### src/rtl/shift_renorm_pkg.sv
package shift_renorm_pkg;
  // classification of one rescaling step
  typedef enum logic [1:0] {
    SLOT_ZERO = 2'd0,
    SLOT_ONE  = 2'd1,
    SLOT_OPEN = 2'd2
  } slot_kind_e;
endpackage

### src/rtl/rn_lzc.sv
module rn_lzc #(
  parameter int W    = 9,
  parameter int MAXC = 7,
  parameter int CW   = $clog2(MAXC + 1)
) (
  input  logic [W-1:0]  val_i,
  output logic [CW-1:0] cnt_o
);
  int   zeros_c;
  logic hit_c;

  always_comb begin
    zeros_c = 0;
    hit_c   = 1'b0;
    for (int i = W - 1; i >= 0; i--) begin
      if (!hit_c) begin
        if (val_i[i]) hit_c = 1'b1;
        else          zeros_c = zeros_c + 1;
      end
    end
    if (zeros_c > MAXC) zeros_c = MAXC;
    cnt_o = CW'(zeros_c);
  end
endmodule

### src/rtl/rn_low_stage.sv
module rn_low_stage #(
  parameter int RANGE_W  = 9,
  parameter int LOW_W    = RANGE_W + 1,
  parameter int MAX_ITER = RANGE_W - 2,
  parameter int CW       = $clog2(MAX_ITER + 1),
  parameter int WIN_W    = MAX_ITER + 1
) (
  input  logic               clk,
  input  logic               rst,
  input  logic               valid_i,
  input  logic [RANGE_W-1:0] range_i,
  input  logic [LOW_W-1:0]   low_i,
  input  logic               tail_i,
  output logic               valid_o,
  output logic [RANGE_W-1:0] range_o,
  output logic [LOW_W-1:0]   low_o,
  output logic [CW-1:0]      iter_o,
  output logic [WIN_W-1:0]   win_o,
  output logic               tail_o
);
  logic [CW-1:0]      iter_c;
  logic [RANGE_W-1:0] range_next;
  logic [LOW_W-2:0]   low_rest;
  logic               keep_top;
  logic [WIN_W-1:0]   win_c;

  rn_lzc #(.W(RANGE_W), .MAXC(MAX_ITER), .CW(CW)) u_lzc (
    .val_i (range_i),
    .cnt_o (iter_c)
  );

  assign range_next = range_i << iter_c;
  assign low_rest   = low_i[LOW_W-2:0] << iter_c;

  // top bit survives only if the whole run down to the new top was ones
  always_comb begin
    keep_top = 1'b1;
    for (int k = 0; k < WIN_W; k++) begin
      if (k <= int'(iter_c)) keep_top = keep_top & low_i[LOW_W-1-k];
    end
  end

  for (genvar p = 0; p < WIN_W; p++) begin : g_win
    assign win_c[p] = low_i[LOW_W-1-p];
  end

  always_ff @(posedge clk) begin
    if (rst) begin
      valid_o <= 1'b0;
      range_o <= '0;
      low_o   <= '0;
      iter_o  <= '0;
      win_o   <= '0;
      tail_o  <= 1'b0;
    end else begin
      valid_o <= valid_i;
      if (valid_i) begin
        range_o <= range_next;
        low_o   <= {keep_top, low_rest};
        iter_o  <= iter_c;
        win_o   <= win_c;
        tail_o  <= tail_i;
      end
    end
  end

  AST_IN_CONTRACT: assert property (@(posedge clk) disable iff (rst)
    valid_i |-> (range_i >= RANGE_W'(2)));
  AST_NORMALIZED: assert property (@(posedge clk) disable iff (rst)
    valid_o |-> range_o[RANGE_W-1]);
  AST_IDLE_HOLD: assert property (@(posedge clk) disable iff (rst)
    !valid_i |=> ($stable(range_o) && $stable(low_o)));
endmodule

### src/rtl/rn_parse.sv
module rn_parse
  import shift_renorm_pkg::*;
#(
  parameter int MAX_ITER = 7,
  parameter int CW       = $clog2(MAX_ITER + 1),
  parameter int WIN_W    = MAX_ITER + 1
) (
  input  logic                clk,
  input  logic                rst,
  input  logic                valid_i,
  input  logic [CW-1:0]       iter_i,
  input  logic [WIN_W-1:0]    win_i,
  input  logic                tail_i,
  output logic                valid_o,
  output logic [CW-1:0]       nsym_o,
  output logic [MAX_ITER-1:0] bits_o,
  output logic                pend_o,
  output logic [CW-1:0]       pend_first_o,
  output logic [CW-1:0]       pend_last_o,
  output logic                carry_o,
  output logic                carry_bit_o
);
  logic [MAX_ITER-1:0] act, lead, open, prev_open, resolved, bit_c;
  slot_kind_e          kind [MAX_ITER];
  logic                seen, any_def, pend_c, carry_c;
  logic [CW-1:0]       first_c;

  for (genvar k = 0; k < MAX_ITER; k++) begin : g_slot
    assign act[k] = (iter_i > CW'(k));
    if (k == 0) begin : g_head
      assign lead[k] = win_i[0];
    end else begin : g_body
      assign lead[k] = lead[k-1] & win_i[k];
    end
    assign kind[k] = lead[k]     ? SLOT_ONE  :
                     win_i[k+1]  ? SLOT_OPEN : SLOT_ZERO;
    assign open[k] = act[k] && (kind[k] == SLOT_OPEN);
  end

  // slot before slot 0 is the packer's held run
  assign prev_open = {open[MAX_ITER-2:0], tail_i};

  // a waiting slot is settled by any later definite slot
  always_comb begin
    seen = 1'b0;
    for (int k = MAX_ITER - 1; k >= 0; k--) begin
      resolved[k] = seen;
      if (act[k] && (kind[k] != SLOT_OPEN)) seen = 1'b1;
    end
    any_def = seen;
  end

  always_comb begin
    for (int k = 0; k < MAX_ITER; k++) begin
      if (!act[k])                 bit_c[k] = 1'b0;
      else if (kind[k] == SLOT_OPEN) bit_c[k] = resolved[k] & prev_open[k];
      else                         bit_c[k] = lead[k] ^ prev_open[k];
    end
  end

  always_comb begin
    pend_c  = 1'b0;
    first_c = '0;
    for (int k = MAX_ITER - 1; k >= 0; k--) begin
      if (open[k] && !resolved[k]) begin
        pend_c  = 1'b1;
        first_c = CW'(k);
      end
    end
  end

  assign carry_c = tail_i & any_def;

  always_ff @(posedge clk) begin
    if (rst) begin
      valid_o      <= 1'b0;
      nsym_o       <= '0;
      bits_o       <= '0;
      pend_o       <= 1'b0;
      pend_first_o <= '0;
      pend_last_o  <= '0;
      carry_o      <= 1'b0;
      carry_bit_o  <= 1'b0;
    end else begin
      valid_o <= valid_i;
      if (valid_i) begin
        nsym_o       <= iter_i;
        bits_o       <= bit_c;
        pend_o       <= pend_c;
        pend_first_o <= first_c;
        pend_last_o  <= pend_c ? (iter_i - CW'(1)) : '0;
        carry_o      <= carry_c;
        carry_bit_o  <= carry_c & lead[0];
      end
    end
  end

  AST_EMPTY_SLOTS: assert property (@(posedge clk) disable iff (rst)
    valid_o |-> ((bits_o >> nsym_o) == '0));
  AST_PEND_ORDER: assert property (@(posedge clk) disable iff (rst)
    (valid_o && pend_o) |-> (pend_first_o <= pend_last_o));
  AST_CARRY_NEEDS_TAIL: assert property (@(posedge clk) disable iff (rst)
    (valid_o && carry_o) |-> $past(tail_i));
  AST_NOSYM_QUIET: assert property (@(posedge clk) disable iff (rst)
    (valid_o && nsym_o == '0) |-> (!pend_o && !carry_o && bits_o == '0));
endmodule

### src/rtl/shift_renorm.sv
module shift_renorm #(
  parameter  int RANGE_W  = 9,
  localparam int LOW_W    = RANGE_W + 1,
  localparam int MAX_ITER = RANGE_W - 2,
  localparam int WIN_W    = MAX_ITER + 1,
  localparam int CW       = $clog2(MAX_ITER + 1)
) (
  input  logic                clk,
  input  logic                rst,
  input  logic                in_valid,
  input  logic [RANGE_W-1:0]  range_in,
  input  logic [LOW_W-1:0]    low_in,
  input  logic                tail_pend_in,
  output logic                upd_valid,
  output logic [RANGE_W-1:0]  range_out,
  output logic [LOW_W-1:0]    low_out,
  output logic                sym_valid,
  output logic [CW-1:0]       sym_count,
  output logic [MAX_ITER-1:0] sym_bits,
  output logic                pend_flag,
  output logic [CW-1:0]       pend_first,
  output logic [CW-1:0]       pend_last,
  output logic                carry_flag,
  output logic                carry_bit
);
  logic [CW-1:0]    s1_iter;
  logic [WIN_W-1:0] s1_win;
  logic             s1_tail;

  rn_low_stage #(
    .RANGE_W(RANGE_W), .LOW_W(LOW_W), .MAX_ITER(MAX_ITER), .CW(CW), .WIN_W(WIN_W)
  ) u_low (
    .clk     (clk),
    .rst     (rst),
    .valid_i (in_valid),
    .range_i (range_in),
    .low_i   (low_in),
    .tail_i  (tail_pend_in),
    .valid_o (upd_valid),
    .range_o (range_out),
    .low_o   (low_out),
    .iter_o  (s1_iter),
    .win_o   (s1_win),
    .tail_o  (s1_tail)
  );

  rn_parse #(.MAX_ITER(MAX_ITER), .CW(CW), .WIN_W(WIN_W)) u_parse (
    .clk          (clk),
    .rst          (rst),
    .valid_i      (upd_valid),
    .iter_i       (s1_iter),
    .win_i        (s1_win),
    .tail_i       (s1_tail),
    .valid_o      (sym_valid),
    .nsym_o       (sym_count),
    .bits_o       (sym_bits),
    .pend_o       (pend_flag),
    .pend_first_o (pend_first),
    .pend_last_o  (pend_last),
    .carry_o      (carry_flag),
    .carry_bit_o  (carry_bit)
  );

  AST_STAGE_FOLLOW: assert property (@(posedge clk) disable iff (rst)
    upd_valid |=> sym_valid);
  AST_STAGE_ORDER: assert property (@(posedge clk) disable iff (rst)
    !upd_valid |=> !sym_valid);
endmodule

### config.mk
export PLATFORM = sky130hd
export DESIGN_NAME = shift_renorm
export DESIGN_NICKNAME = d
export VERILOG_FILES = /design/src/rtl/shift_renorm_pkg.sv /design/src/rtl/rn_lzc.sv /design/src/rtl/rn_low_stage.sv /design/src/rtl/rn_parse.sv /design/src/rtl/shift_renorm.sv
export SDC_FILE = /design/constraint.sdc
export NUM_CORES = 1
export LEC_CHECK = 0
export BUFFER_PORTS_ARGS = -buffer_cell sky130_fd_sc_hd__buf_2
export CORE_AREA = 5 5 117 75
export DETAILED_ROUTE_END_ITERATION = 16
export DIE_AREA = 0 0 122 80
export PLACE_DENSITY_LB_ADDON = 0.15
export SLEW_MARGIN = 20
export SYNTH_ARGS = -nofsm -noshare
export SYNTH_HDL_FRONTEND = slang
export SYNTH_HIERARCHICAL = 1
export SYNTH_SLANG_ARGS = --single-unit
export TNS_END_PERCENT = 50
### constraint.sdc
create_clock -name clk -period 5.1 [get_ports clk]
set_input_delay 0.255 -clock clk [delete_from_list [all_inputs] [get_ports clk]]
set_output_delay 0.255 -clock clk [all_outputs]
set_load 0.1 [all_outputs]
-- Word-level counts from Yosys, hierarchy flattened
Index checks and enable logic that the tools add are counted.
- bits of input ports: 23
- register bits: 52
- word-level logic and storage cells: 198
- output and inout port bits: 40
- multiplexer cells: 90
- bitwise gates (word level): 28
- $lt $le $gt $ge: 15
- $add $sub $neg: 9
- shift operators: 2
- reduce and logical (&&, ||, !) cells: 26
- equality and inequality tests: 14
- operators by type and width (kind ; number):
    32-bit two-way mux ; 16
    32-bit by 2-bit adder with 32-bit output (second input constant) ; 8
    1-bit two-way mux ; 51
    32-bit by 4-bit > comparator with 1-bit output (second input constant) ; 1
    2-bit two-way mux ; 14
    3-bit two-way mux ; 9
    1-bit AND ; 21
    1-bit logical AND ; 20
    9-bit by 3-bit left shift with 9-bit output ; 2
    2-bit == test (second input constant) ; 7
    2-bit != test (second input constant) ; 7
    3-bit <= comparator (first input constant) ; 4
    3-bit > comparator (second input constant) ; 3
    1-bit XOR ; 7
    3-bit by 1-bit > comparator with 1-bit output (second input constant) ; 2
    3-bit by 2-bit > comparator with 1-bit output (second input constant) ; 2
    2-bit by 3-bit <= comparator with 1-bit output (first input constant) ; 2
    1-bit zero test ; 6
    1-bit by 3-bit <= comparator with 1-bit output (first input constant) ; 1
    3-bit by 1-bit subtractor with 3-bit output (second input constant) ; 1

-- Longest topological paths before layout
- depth after elaboration: 41
- gate-level depth with buffers: 34
- depth with buffers taken out: 33

-- Hierarchy
Netlist, hierarchy kept.
- modules (own cells, without submodules) (module ; area an instance (µm²) ; times used ; sequential area each (µm²) ; cells each):
    rn_low_stage ; 1687.9 ; 1 ; 640.6 ; 174
    rn_parse ; 1445.1 ; 1 ; 400.4 ; 188
    rn_lzc ; 678.2 ; 1 ; 0.0 ; 100

-- Least setup slack after synthesis
Ideal clock, no wire load.
- path type: input to register
- start point: in range_in[7]
- end point: reg u_low.low_o[5]
- setup time: 0.121 ns
- path buffers: 1
- arrival: 5.287 ns
- stages on the path: 33
- slack: -0.308 ns
- data required time: 4.979 ns
- cells stage by stage: or2_4 clkinv_2 ha_1 nor2_1 nor2_1 ha_1 mux2i_1 a21oi_1 ha_1 nand2_1 nand2_1 ha_1 mux2i_1 o21ai_0 ha_1 mux2i_1 o21ai_0 nand2_1 nand2_1 ha_1 mux2_2 ha_1 nand2b_1 xnor2_1 nand2_1 xnor2_1 nor2_1 xnor2_1 nand3_1 buf_2 mux4_1 a221oi_2 nor3_1
- word-level cells in the longest chain between the ends: 26
- elaborated cells between the ends (all ways): 34
- those cells by class: add/sub: 7; order compare: 1; shift: 1; mux: 25
- ends and longest elaborated chain (what ; RTL line ; source):
    from (decl) ; shift_renorm.sv:11 ; input logic [RANGE_W-1:0] range_in,
    32-bit two-way mux ; rn_lzc.sv:17 ; if (val_i[i]) hit_c = 1'b1;
    32-bit two-way mux ; rn_lzc.sv:16 ; if (!hit_c) begin
    32-bit by 2-bit adder with 32-bit output ; rn_lzc.sv:18 ; else zeros_c = zeros_c + 1;
    32-bit two-way mux ; rn_lzc.sv:17 ;
    32-bit two-way mux ; rn_lzc.sv:16 ;
    32-bit by 2-bit adder with 32-bit output ; rn_lzc.sv:18 ;
    32-bit two-way mux ; rn_lzc.sv:17 ;
    32-bit two-way mux ; rn_lzc.sv:16 ;
    (+11 left out) ; - ;
    32-bit two-way mux ; rn_lzc.sv:16 ;
    32-bit by 2-bit adder with 32-bit output ; rn_lzc.sv:18 ;
    32-bit two-way mux ; rn_lzc.sv:17 ;
    32-bit two-way mux * ; rn_lzc.sv:16 ;
    32-bit by 4-bit > comparator with 1-bit output ; rn_lzc.sv:21 ; if (zeros_c > MAXC) zeros_c = MAXC;
    3-bit two-way mux * ; rn_lzc.sv:21 ;
    named net u_low.iter_c[2] ; rn_low_stage.sv:21 ; logic [CW-1:0] iter_c;
    9-bit by 3-bit left shift with 9-bit output * ; rn_low_stage.sv:33 ; assign low_rest = low_i[LOW_W-2:0] << iter_c;
    to (signal assigned) ; rn_low_stage.sv:59 ; low_o <= {keep_top, low_rest};
    to (decl) ; rn_low_stage.sv:16 ; output logic [LOW_W-1:0] low_o,
The timed path passes the listed nets; every way through them passes the cells marked *.
A chain may end at the register's enable or synchronous reset.

-- Worst setup path in the final report
- start point: in range_in[8]
- end point: reg u_low.range_o[5]
- word-level cells in the longest chain between the ends: 28
- elaborated cells between the ends (all ways): 36
- those cells by class: add/sub: 8; order compare: 1; shift: 1; mux: 26
- ends and longest elaborated chain (what ; RTL line ; source):
    1-bit two-way mux ; rn_lzc.sv:17 ;
    32-bit by 2-bit adder with 32-bit output ; rn_lzc.sv:18 ;
    32-bit two-way mux ; rn_lzc.sv:17 ;
    32-bit two-way mux ; rn_lzc.sv:16 ;
    32-bit by 2-bit adder with 32-bit output ; rn_lzc.sv:18 ;
    32-bit two-way mux ; rn_lzc.sv:17 ;
    32-bit two-way mux ; rn_lzc.sv:16 ;
    32-bit by 2-bit adder with 32-bit output ; rn_lzc.sv:18 ;
    (+13 left out) ; - ;
    32-bit two-way mux ; rn_lzc.sv:16 ;
    32-bit by 2-bit adder with 32-bit output ; rn_lzc.sv:18 ;
    32-bit two-way mux ; rn_lzc.sv:17 ;
    32-bit two-way mux * ; rn_lzc.sv:16 ;
    32-bit by 4-bit > comparator with 1-bit output ; rn_lzc.sv:21 ;
    3-bit two-way mux * ; rn_lzc.sv:21 ;
    named net u_low.iter_c[2] ; rn_low_stage.sv:21 ;
    9-bit by 3-bit left shift with 9-bit output * ; rn_low_stage.sv:32 ; assign range_next = range_i << iter_c;
    to (signal assigned) ; rn_low_stage.sv:58 ; range_o <= range_next;
    to (decl) ; rn_low_stage.sv:15 ; output logic [RANGE_W-1:0] range_o,
Marked as above.

==> results.md <==
- Status: finished with violations
- Violated checks: setup timing
- Synth warnings: 6
- # rows: 25
- Leakage dissipation: 0.00198 uW
- Main synth FF type: dfxtp_1
- Maximum root-to-sink buffer count: 2
- CP most frequent cell: ha_4
- Min Tclk post-route: 5.19 ns
- Core ar.: 7600 um^2
- Final GP Congestion: 0.933
- WS Path Type: input pin to flip-flop
- Commonest non-fill, non-tap cell in the layout: buf_2
- DIE WIDTH: 122 um
- #FFs+latches synth: 52
- Switch Pwr: 422 uW
- Count of pins over their slew limit: 0
- Worst-Margin Slew: 0.962 ns
- Post-synth ARST share: 0%
- Max FO, Critical Path: 7
- Worst min-delay path category: input pin to flip-flop
- P_int: 799 uW
- Final Hold Fails: 0
- Global-route wire length before repair: 18,200 um
- Post-synth EDFFs: 0
- Routed Antenna Nets: 0
- Global-route usage over all layers: 23.3%
- Drt total wl: 11,100 um
- Seq. cell area: 1040 um^2
- Worst path max stage delay: 0.37 ns
- Syn-to-layout area delta: 25.0%
- Startpoint types: input pin
- Filler-free cell count of the finished design: 649
- Most frequent cells in the layout: buf_2, dfxtp_1, nor2_1
- PD cells: 256 nW/um^2
- Avg Cell Area, Syn: 8.25 um^2
- Clock share of power: 33.2%
- Remaining global-route overflow: 0
- I/O Buffers: 62
- Cell Area, Synth: 3810 um^2
- Relative slew slack: 35.9%
- Routed len/inst: 17.2 um
- CTS sink cnt: 52
- Yosys cell types: 76
- WP data required: 5.24 ns
- Final setup violation count: 9
- DP HPWL: 7860 um
- Clock root cell: clkbuf_16
- Residual DRC count: 0
- Final Cycle Share: 102%
- Sequential area share after synthesis: 27.3%
- CTS tree: yes
- Fmax: 193 MHz
- Antenna Cells: 0
- Vias in the first global route: 3,510
- CP Data Arrival Time: 5.34 ns
- Placed Cells: 632
- Cts bufs inserted: 5
- Die Ht: 80 um
- Fin Clk Skew: 0.00563 ns
- RSZ-0062 raised after global routing: yes
- Multi-input logic area: 2690 um^2
- # nets final: 575
- Clock-pin slew on the worst setup and hold paths: 0.07 ns
- Via count: 3,824
- Worst Setup End Kind: flip-flop
- Initial antenna violation count: 0
- Post-layout util: 62.7%
- Synthesized Nets: 497
- Fill cells: 707
- MaxCap Viol Count: 0
- Flop pwr share: 36.6%
- Die area: 9760 um^2
- Post-Syn Instances: 462
- Peak VDD IR: 0.122 mV
- Layout cell share with drive strength beyond 1: 30.9%
- Avg Vias per Cell: 5.89
- Starting DRT DRC Count: 408
- Largest net degree at the start of global routing: 50
- Ports: 63
- Hold_buf cts: 0
- Initial Utilization: 50.1%
- DR pass1 iterations: 5
- Comb pwr share: 30.3%
- Switching part of the total power: 34.6%
- Setup ws final: -0.0913 ns
- CTS H-tree depth: 2
- Worst skew pair latency: 0.30 ns
- Slowest cell on crit path: mux4_2
-- repair_timing --
| action | CTS | global route |
|---|---|---|
| cloned | 0 | 1 |
| buffers inserted | 5 | 3 |
| resized for setup | 8 | 24 |
| hold endpoints to repair | 0 | 0 |
| pin swaps | 8 | 18 |
| endpoints found under the setup margin | 17 | 20 |
-- flip-flops by register name, summed over array words and instances, names as in the netlist --
signal / flops
u_low/low_o: 10
u_low/range_o: 9
u_low/win_o: 8
u_parse/bits_o: 7
u_low/iter_o: 3
u_parse/nsym_o: 3
u_parse/pend_first_o: 3
u_parse/pend_last_o: 3
u_low/tail_o: 1
u_low/valid_o: 1
u_parse/carry_bit_o: 1
u_parse/carry_o: 1
u_parse/pend_o: 1
u_parse/valid_o: 1
-- synthesized netlist by cell type (3+ instances only) --
| library cell | instances | area share [%] |
|---|---|---|
| a211oi_1 | 5 | 0.99 |
| a21oi_1 | 28 | 3.7 |
| a311oi_1 | 3 | 0.69 |
| a31oi_1 | 4 | 0.66 |
| a32o_1 | 3 | 0.79 |
| a32oi_1 | 3 | 0.69 |
| and2_1 | 3 | 0.49 |
| buf_2 | 13 | 1.7 |
| buf_6 | 3 | 0.89 |
| clkbuf_1 | 9 | 0.89 |
| dfxtp_1 | 52 | 27 |
| ha_1 | 12 | 3.9 |
| inv_1 | 13 | 1.3 |
| mux2_2 | 3 | 0.89 |
| mux2i_1 | 32 | 8.4 |
| mux4_1 | 3 | 2.1 |
| mux4_2 | 5 | 3.0 |
| nand2_1 | 47 | 4.6 |
| nand2b_1 | 12 | 2.0 |
| nand3_1 | 16 | 2.1 |
| nand3b_1 | 4 | 0.79 |
| nand4_1 | 5 | 0.82 |
| nor2_1 | 54 | 5.3 |
| nor2b_1 | 11 | 1.8 |
| nor3_1 | 11 | 1.4 |
| nor3_2 | 3 | 0.79 |
| nor3b_1 | 5 | 0.99 |
| o211ai_1 | 7 | 1.4 |
| o21a_1 | 3 | 0.59 |
| o21ai_0 | 22 | 2.9 |
| xnor2_1 | 7 | 1.6 |
-- per-stage QoR --
step                      total power [uW]  hold WS, ns  setup WS [ns]  instance area [um^2]  TNS [ns]
after floorplan                        706        0.402        -0.0899                  3850   -0.0957
after global placement                 790        0.432         -0.317                  4360     -4.70
after detailed placement               794        0.448         -0.473                  4360     -7.34
after CTS                             1210        0.203        0.00154                  4600         0
after global routing                  1280        0.242         -0.360                  4760     -5.00
final                                 1220        0.217        -0.0913                  4760    -0.401
-- final timing paths --
kind	slack, ns	startpoint	cells past startpoint	to
setup / recovery	-0.09	range_in[8]	33	u_low/range_o[5]$_SDFFE_PP0P_
hold / removal	0.22	tail_pend_in	3	u_low/tail_o$_SDFFE_PP0P_
hold reg to reg	0.46	u_parse/bits_o[0]$_SDFFE_PP0P_	2	u_parse/bits_o[0]$_SDFFE_PP0P_
setup reg to reg	2.12	u_low/iter_o[1]$_SDFFE_PP0P_	8	u_parse/pend_o$_SDFFE_PP0P_
-- power by group through the flow --
| stage | Clock [uW] | Combinational (uW) | Sequential [uW] |
|---|---|---|---|
| floorplan | 0 | 155 | 551 |
| global placement | 0 | 336 | 454 |
| detailed placement | 0 | 339 | 455 |
| CTS | 415 | 348 | 446 |
| global route | 439 | 394 | 450 |
| finish | 405 | 370 | 446 |
-- routing by layer --
layer / part of all wire (%) / routed length, um / GRT usage (%) / vias up
met5: 0 / 0 / 0 / -
met4: 0.92 / 102 / 4.59 / 0
met3: 8.4 / 932 / 4.11 / 11
met2: 40 / 4430 / 31.9 / 175
met1: 51 / 5670 / 37.2 / 1802
li1: - / - / - / 1836
-- kinds of logic after synthesis --
kind of cell,Yosys count,synth area share (%)
adders and majority gates,12,3.94
xor gates and xnor gates,10,2.66
DFF,52,27.3
muxes,45,15.1
and+or+nand+nor,189,24.7
buffers and inverters,44,5.81
AOI/OAI and AO/OA,110,20.5
-- cell type report --
type / count / share of cell area (%)
flip-flops and latches: 52 / 21.8
clock inverters: 2 / 0.814
repair buffers: 100 / 13.8
inverters: 15 / 1.29
clock buffers: 6 / 2.91
well taps: 108 / 2.84
multi-input cells: 366 / 56.5
-- critical path, delay by kind of cell --
kind / cells / cell delay, ns
AOI/OAI and AO/OA: 4 / 0.54
xor gates and xnor gates: 3 / 0.38
and+or+nand+nor: 12 / 1.25
buffers and inverters: 2 / 0.16
adders and majority gates: 7 / 1.68
muxes: 5 / 1.07
No activity file was read; power rests on OpenSTA's default activity.
